File: src/rtl/pfd_pkg.sv
package pfd_pkg;
  localparam int unsigned ADDR_BYTES = 6;
  localparam int unsigned TYPE_POS   = 12;
  localparam int unsigned OP_POS     = 14;
  localparam int unsigned QT_POS     = 16;
  localparam logic [47:0] PAUSE_GROUP = 48'h0180_C200_0001;
  localparam logic [15:0] CTRL_TYPE   = 16'h8808;
  localparam logic [15:0] PAUSE_OP    = 16'h0001;

  typedef struct packed {
    logic        ucast;
    logic        mcast;
    logic        typ;
    logic        op;
    logic        len;
    logic        err;
    logic [15:0] qt;
  } pfd_flags_t;
endpackage

File: src/rtl/pfd_addr_match.sv
module pfd_addr_match #(
  parameter int unsigned NBYTES = 6,
  parameter int unsigned IDX_W  = 5
) (
  input  logic [IDX_W-1:0]    pos,
  input  logic [7:0]          data,
  input  logic                restart,
  input  logic [8*NBYTES-1:0] station,
  input  logic [8*NBYTES-1:0] group,
  input  logic                ucast_q,
  input  logic                mcast_q,
  output logic                ucast_d,
  output logic                mcast_d
);
  logic [7:0] st_b [NBYTES];
  logic [7:0] gr_b [NBYTES];

  for (genvar g = 0; g < NBYTES; g++) begin : g_split
    assign st_b[g] = station[8*(NBYTES-g)-1 -: 8];
    assign gr_b[g] = group[8*(NBYTES-g)-1 -: 8];
  end

  always_comb begin
    ucast_d = restart ? 1'b1 : ucast_q;
    mcast_d = restart ? 1'b1 : mcast_q;
    for (int k = 0; k < NBYTES; k++) begin
      if (pos == IDX_W'(k)) begin
        ucast_d = ucast_d & (data == st_b[k]);
        mcast_d = mcast_d & (data == gr_b[k]);
      end
    end
  end
endmodule

File: src/rtl/pfd_field_track.sv
module pfd_field_track
  import pfd_pkg::*;
#(
  parameter int unsigned MIN_LEN = 18,
  parameter int unsigned IDX_W   = 5
) (
  input  logic        clk,
  input  logic        rst_n,
  input  logic        in_valid,
  input  logic [7:0]  in_data,
  input  logic        in_sof,
  input  logic        in_err,
  input  logic [47:0] station,
  output pfd_flags_t  flg_d
);
  logic [IDX_W-1:0] idx_q, idx_d, cur_idx;
  pfd_flags_t       flg_q;
  logic             uc_d, mc_d;

  assign cur_idx = in_sof ? '0 : idx_q;

  pfd_addr_match #(.NBYTES(ADDR_BYTES), .IDX_W(IDX_W)) u_addr (
    .pos(cur_idx), .data(in_data), .restart(in_sof),
    .station(station), .group(PAUSE_GROUP),
    .ucast_q(flg_q.ucast), .mcast_q(flg_q.mcast),
    .ucast_d(uc_d), .mcast_d(mc_d)
  );

  always_comb begin
    idx_d = idx_q;
    flg_d = flg_q;
    if (in_valid) begin
      idx_d = (cur_idx >= IDX_W'(MIN_LEN)) ? cur_idx : cur_idx + 1'b1;
      flg_d.ucast = uc_d;
      flg_d.mcast = mc_d;
      flg_d.typ   = in_sof ? 1'b1 : flg_q.typ;
      flg_d.op    = in_sof ? 1'b1 : flg_q.op;
      flg_d.len   = in_sof ? 1'b0 : flg_q.len;
      flg_d.err   = (in_sof ? 1'b0 : flg_q.err) | in_err;
      if (cur_idx == IDX_W'(TYPE_POS))   flg_d.typ = flg_d.typ & (in_data == CTRL_TYPE[15:8]);
      if (cur_idx == IDX_W'(TYPE_POS+1)) flg_d.typ = flg_d.typ & (in_data == CTRL_TYPE[7:0]);
      if (cur_idx == IDX_W'(OP_POS))     flg_d.op  = flg_d.op & (in_data == PAUSE_OP[15:8]);
      if (cur_idx == IDX_W'(OP_POS+1))   flg_d.op  = flg_d.op & (in_data == PAUSE_OP[7:0]);
      if (cur_idx == IDX_W'(QT_POS))     flg_d.qt[15:8] = in_data;
      if (cur_idx == IDX_W'(QT_POS+1))   flg_d.qt[7:0]  = in_data;
      if (cur_idx == IDX_W'(MIN_LEN-1))  flg_d.len = 1'b1;
    end
  end

  always_ff @(posedge clk or negedge rst_n) begin
    if (!rst_n) begin
      idx_q <= '0;
      flg_q <= '0;
    end else if (in_valid) begin
      idx_q <= idx_d;
      flg_q <= flg_d;
    end
  end


  idx_sat_chk: assert property (@(posedge clk) disable iff (!rst_n)
    idx_q <= IDX_W'(MIN_LEN));

  err_sticky_chk: assert property (@(posedge clk) disable iff (!rst_n)
    (in_valid && !in_sof && flg_q.err) |=> flg_q.err);
endmodule

File: src/rtl/pfd_decide.sv
module pfd_decide
  import pfd_pkg::*;
(
  input  logic        clk,
  input  logic        rst_n,
  input  logic        fin,
  input  pfd_flags_t  flg,
  input  logic        crc_ok,
  input  logic        fwd_en,
  input  logic        full_duplex,
  output logic        pause_req,
  output logic [15:0] pause_quanta,
  output logic        frame_done,
  output logic        frame_deliver
);
  logic        is_pause, req_d, del_d;
  logic [15:0] qt_d;

  always_comb begin
    is_pause = flg.len & (flg.ucast | flg.mcast) & flg.typ & flg.op
             & ~flg.err & crc_ok & full_duplex;
    req_d    = fin & is_pause & ~fwd_en;
    del_d    = fin & ~(is_pause & ~fwd_en);
    qt_d     = req_d ? flg.qt : pause_quanta;
  end

  always_ff @(posedge clk or negedge rst_n) begin
    if (!rst_n) begin
      pause_req     <= 1'b0;
      frame_done    <= 1'b0;
      frame_deliver <= 1'b0;
      pause_quanta  <= '0;
    end else begin
      pause_req     <= req_d;
      frame_done    <= fin;
      frame_deliver <= del_d;
      pause_quanta  <= qt_d;
    end
  end


  req_with_done_chk: assert property (@(posedge clk) disable iff (!rst_n)
    pause_req |-> (frame_done && !frame_deliver));

  done_after_eof_chk: assert property (@(posedge clk) disable iff (!rst_n)
    fin |=> frame_done);

  fwd_no_req_chk: assert property (@(posedge clk) disable iff (!rst_n)
    (fin && fwd_en) |=> !pause_req);

  half_duplex_chk: assert property (@(posedge clk) disable iff (!rst_n)
    (fin && !full_duplex) |=> (frame_deliver && !pause_req));

  quanta_hold_chk: assert property (@(posedge clk) disable iff (!rst_n)
    (!req_d) |=> $stable(pause_quanta));
endmodule

File: src/rtl/pause_rx_detect.sv
module pause_rx_detect
  import pfd_pkg::*;
#(
  parameter int unsigned MIN_LEN = 18
) (
  input  logic        clk,
  input  logic        rst_n,
  input  logic        rx_valid,
  input  logic [7:0]  rx_data,
  input  logic        rx_sof,
  input  logic        rx_eof,
  input  logic        rx_err,
  input  logic        crc_ok,
  input  logic [47:0] station_addr,
  input  logic        fwd_en,
  input  logic        full_duplex,
  output logic        pause_req,
  output logic [15:0] pause_quanta,
  output logic        frame_done,
  output logic        frame_deliver
);
  localparam int unsigned IDX_W = $clog2(MIN_LEN + 1);

  pfd_flags_t flg_d;
  logic       fin;

  assign fin = rx_valid & rx_eof;

  pfd_field_track #(.MIN_LEN(MIN_LEN), .IDX_W(IDX_W)) u_track (
    .clk(clk), .rst_n(rst_n), .in_valid(rx_valid), .in_data(rx_data),
    .in_sof(rx_sof), .in_err(rx_err), .station(station_addr), .flg_d(flg_d)
  );

  pfd_decide u_decide (
    .clk(clk), .rst_n(rst_n), .fin(fin), .flg(flg_d), .crc_ok(crc_ok),
    .fwd_en(fwd_en), .full_duplex(full_duplex),
    .pause_req(pause_req), .pause_quanta(pause_quanta),
    .frame_done(frame_done), .frame_deliver(frame_deliver)
  );
endmodule

File: config.mk
export PLATFORM = sky130hd
export DESIGN_NAME = pause_rx_detect
export DESIGN_NICKNAME = d
export VERILOG_FILES = /design/src/rtl/pfd_pkg.sv /design/src/rtl/pfd_addr_match.sv /design/src/rtl/pfd_field_track.sv /design/src/rtl/pfd_decide.sv /design/src/rtl/pause_rx_detect.sv
export SDC_FILE = /design/constraint.sdc
export NUM_CORES = 1
export LEC_CHECK = 0
export ABC_AREA = 0
export BUFFER_PORTS_ARGS = -buffer_cell sky130_fd_sc_hd__buf_2
export CAP_MARGIN = 5
export CORE_ASPECT_RATIO = 0.6
export CORE_MARGIN = 2
export CORE_UTILIZATION = 40
export CTS_BUF_LIST = sky130_fd_sc_hd__clkbuf_4 sky130_fd_sc_hd__clkbuf_8
export CTS_CLUSTER_DIAMETER = 120
export DETAILED_ROUTE_END_ITERATION = 12
export PLACE_DENSITY_LB_ADDON = 0.05
export SYNTH_ARGS = -nofsm -noshare
export SYNTH_HDL_FRONTEND = slang
export SYNTH_HIERARCHICAL = 1
export SYNTH_SLANG_ARGS = --single-unit
export TNS_END_PERCENT = 5
File: constraint.sdc
create_clock -name clk -period 7.42 [get_ports clk]
set_input_delay 1.484 -clock clk [delete_from_list [all_inputs] [get_ports clk]]
set_output_delay 1.484 -clock clk [all_outputs]
set_load 0.01 [all_outputs]
* Word level (Yosys, flattened, before mapping)
Cells that the tools add are included.
** Word-level totals
- Word-level logic and storage cells :: 100
- Input bits :: 65
- Bits in registers :: 46
- Output and inout bits :: 19
** Cells by class
- Reductions and logical operators :: 2
- Equality and inequality tests :: 22
- $add $sub $neg :: 1
- Multiplexer cells :: 30
- Bitwise gates (word level) :: 32
- $lt $le $gt $ge :: 1
** Operators by type and width (count)
- equality test 8 bit :: 6
- bitwise AND 1 bit :: 27
- two-way mux 1 bit :: 25
- equality test 8 bit, second input constant :: 3
- two-way mux 22 bit :: 1
- equality test 5 x 4 -> 1 bit, second input constant :: 4
- two-way mux 8 bit :: 2
- equality test 5 x 2 -> 1 bit, second input constant :: 2
- equality test 5 x 3 -> 1 bit, second input constant :: 2
- equality test 5 bit, second input constant :: 2
- two-way mux 5 bit :: 2
- equality test 8 x 1 -> 1 bit, second input constant :: 1
- equality test 8 x 4 -> 1 bit, second input constant :: 1
- zero test 8 bit :: 1
- adder 5 x 1 -> 5 bit, second input constant :: 1
- equality test 5 x 1 -> 1 bit, second input constant :: 1
- greater-or-equal comparator 5 bit, second input constant :: 1
- zero test 5 bit :: 1
- inverter 1 bit :: 3
- OR 1 bit :: 2

* Depth between registers and ports, before layout
- Depth after elaboration :: 24
- Mapped depth :: 12
- Gate-level depth less buffers :: 11

* Hierarchy
The synthesis kept the hierarchy.
** By module, submodules not included
- pfd_field_track :: cells each 134, seq. area each 675.6 µm², instances 1, area each 1625.3 µm²
- pfd_addr_match :: cells each 156, seq. area each 0.0 µm², instances 1, area each 1221.2 µm²
- pfd_decide :: cells each 43, seq. area each 475.5 µm², instances 1, area each 774.5 µm²
- pause_rx_detect :: cells each 1, seq. area each 0.0 µm², instances 1, area each 6.3 µm²

* Worst setup path after synthesis
OpenSTA, ideal clock, no wires.
- Path kind :: in2reg
- Start point :: input port rx_data[2]
- End point :: register u_decide.pause_quanta[0]
- Cell stages on the path :: 11
- Library setup time :: 125 ps
- Required time :: 7295 ps
- Path buffers :: 2
- Data arrival time :: 3950 ps
- Path slack :: 3345 ps
- Cells stage by stage :: buf_6 > xor2_1 > nor4_1 > a21oi_1 > or4_1 > nor4_2 > mux2_2 > nor2_1 > nor4_4 > buf_8 > mux2_4
** RTL lines
- start, declared :: line pause_rx_detect.sv:9 : input logic [7:0] rx_data,
- end signal, assigned :: line pfd_decide.sv:37 : pause_quanta <= qt_d;
- end, declared :: line pfd_decide.sv:12 : output logic [15:0] pause_quanta,

==> impl_metrics.toml <==
[run_status]
status = "complete, no violations"

[die]
io_pins = 84
rows = 26
fp.dieArea_mm2 = 0.00987
die_w_um = 127
start_util_pct = 41.9
core_area_mm2 = 0.00865
die-height_um = 77.8

[worst_setup_path]
cp.required_ns = 7.61
slowest_delay_ns = 0.54
reg2reg_depth = 12
crit_start = "rx_data[4]"
crit_chain = "buf_2 -> xor2_1 -> nor4_1 -> a21oi_1 -> or4_1 -> nor4_2 -> mux2_2 -> nor2_1 -> nor4_4 -> buf_4 -> mux2_2"
slowest_stage = "nor4_1"
cp-end-kind = "register"
crit_cells = 11
cpMostUsedCell = "mux2_2"
r2r_start = "u_track/idx_q[3]"
start_kind = "input pin"
worst_ep_arrival_time_ns = 4.58
critPathBufInv = 2
cp-endpoint = "u_decide/pause_quanta[1]"
path_delay_family = "simple AND/OR/NAND/NOR gates"
regToRegEndpoint = "u_decide/pause_quanta[1]"
cp_max_fo = 18
rrSetupSlack_ns = 4.22
path_class = "input pin to register"

[cells_and_area]
nNetsFinal = 526
final_area_mm2 = 0.00435
antenna_cells = 0
syn_to_final_growth_pct = 20.0
drive_above_1_share_pct = 30.8
fillers = 826
layout.cells.non_filler = 570

[placement]
io_buffers = 83
dp_hpwl_um = 6270
placedCellCount = 562
gp_congestion = 0.865
dpl_cell_area_mm2 = 0.00424

[synth]
synth-seq-area-share_pct = 31.7
ys_warn_count = 6
async_flop_share_pct = 100
ys_ff_latch = 46
ys_types = 42
synth_edf_count = 0
syn_area_per_cell_um2 = 10.9
synth_area_mm2 = 0.00363
synthCells = 334
synthFlopType = "dfrtp_1"

[sta]
hold_slack_ns = 0.491
fmax_ghz = 0.228
tightest_slew_ns = 1.03
rsz0062_at_grt = "false"
period_minus_slack_ns = 4.39
finalSetupViolations = 0
relSlewSlack_pct = 31.5
maxSlewViolCount = 0
fin_crit_sh_pct = 59.1
fin_worst_skew_ns = 0.00445
fin_tns_setup_ns = 0
hold_viol_final = 0

[clocking]
insertion_delay_ns = 0.30
root_buffer = "clkbuf_8"
h-tree-depth = 2
postCtsSetupBuffers = 0
cts_sinks = 46
cts_hold_buf = 0
cts_tree = "built"
cts_resized = 0
clkTransAtPathRegs_ns = 0.08
numCtsBuffers = 5
clk_path_buf_depth = 2

[global_routing]
antenna_found_initial = 0
track_usage_pct = 18.4
grt.busiest_layer = "met1"
overflow = 0
grt_pass1_wl_um = 14500
grt_use_met3_pct = 3.86
grt_use_met2_pct = 26.5
grt_pass1_vias = 2717
grt_max_degree = 47
use_met1_pct = 29.0

[power]
power_density_mw_per_mm2 = 195
ir_drop_v = 0.0000902
leakagePower_nw = 2.20

[hold_path]
hold_path.class = "register to register"

[route]
num_vias = 2698
wl_per_cell_um = 14.9
drc = 0
antenna_left = 0
wirelength_um = 8490
via_per_inst = 4.73
drt_iter0_drc = 141
drtPass1Iterations = 4

[run]
cap_violations = 0
==> placed cells by master, fill, tap and decap left out, drive strengths merged, types with 2 or more instances in the layout <==
cell	instances
a31oi	5
nand3	4
nand2b	3
conb	48
a22o	3
o21ai	3
dfrtp	46
nor2	13
buf	84
inv	5
or4	3
nor3	6
xor2	96
nand2	10
ha	4
nor4	29
nor2b	6
mux2	52
nand4	2
a21oi	17
clkbuf	6
==> final cells by class <==
cell class	count	area, um^2	share of cell area, %
sequential	46	1150	26.5
inverter	6	23.8	0.546
timing repair buffer	84	423	9.72
tap	112	140	3.22
clock buffer	6	76.3	1.75
clock inverter	2	37.5	0.863
multi-input combinational	314	2500	57.4
==> routing by layer <==
layer	vias up	share of wire [%]	wire length (um)
met5	-	0	0
met4	0	0	0
met3	0	5.3	451
met2	56	41	3460
met1	1266	54	4580
li1	1376	-	-
==> worst reg2reg max path: cells and delay by family (launching register included) <==
kind	cells	cell delay, ns
AO/OA/AOI/OAI	1	0.10
buffers and inverters	2	0.42
flip-flops	1	0.43
multiplexers	2	0.58
AND/OR/NAND/NOR	7	1.55
==> report_power, final <==
part | internal, mW | leakage [nW] | total, mW | switching (mW)
Combinational | 0.168 | 1.56 | 0.309 | 0.140
Clock | 0.104 | 0.0548 | 0.191 | 0.0863
Sequential | 0.311 | 0.592 | 0.351 | 0.0399
==> through the flow <==
| step | setup WS [ns] | total power, mW | utilization [%] |
|---|---|---|---|
| detailed placement | 2.70 | 0.665 | 49.0 |
| global route | 2.70 | 0.914 | 50.3 |
| global placement | 2.75 | 0.660 | 49.0 |
| CTS | 3.03 | 0.860 | 50.3 |
| floorplan | 3.34 | 0.589 | - |
| finish | 3.03 | 0.850 | 50.3 |
==> cell families (layout without fill, tap and decap cells) <==
family / count (synthesis) / after routing / synth area share, %
flip-flops: 46 / 46 / 31.7
XOR/XNOR: 96 / 96 / 23.2
buffers and inverters: 20 / 98 / 4.10
AO/OA/AOI/OAI: 31 / 31 / 4.97
multiplexers: 52 / 52 / 18.9
other: 2 / 48 / 0.207
adder cells (fa/ha/maj): 4 / 4 / 1.38
AND/OR/NAND/NOR: 83 / 83 / 15.5
==> how the worst min path moves through the flow <==
| stage | from | end | slack (ns) | cells after the start |
|---|---|---|---|---|
| floorplan | u_track/flg_q[17] | u_track/flg_q[17] | 0.44 | 2 |
| global placement | u_track/flg_q[17] | u_track/flg_q[17] | 0.47 | 2 |
| detailed placement | u_track/flg_q[17] | u_track/flg_q[17] | 0.48 | 2 |
| CTS | u_track/flg_q[17] | u_track/flg_q[17] | 0.50 | 2 |
| global route | u_track/flg_q[17] | u_track/flg_q[17] | 0.51 | 2 |
| finish | u_track/flg_q[19] | u_track/flg_q[19] | 0.49 | 2 |
==> cell usage after synthesis, types with 5 or more instances <==
library cell / count / area, um^2
nand2_1: 10 / 37.5
buf_6: 7 / 78.8
dfrtp_1: 46 / 1150
nor3_1: 5 / 25.0
xor2_1: 96 / 841
nor2b_1: 6 / 37.5
nor4_1: 26 / 163
mux2_1: 14 / 158
a21oi_1: 17 / 85.1
nor2_1: 11 / 41.3
mux2_4: 27 / 405
mux2_2: 11 / 124
a31oi_1: 5 / 31.3
inv_1: 5 / 18.8
==> state kept, by name, summed over array words and instances (netlist names) <==
register and flops:
u_decide/frame_deliver 1, u_decide/frame_done 1, u_decide/pause_quanta 16, u_decide/pause_req 1, u_track/flg_q 22, u_track/idx_q 5
(Power assumes the default switching activity.)
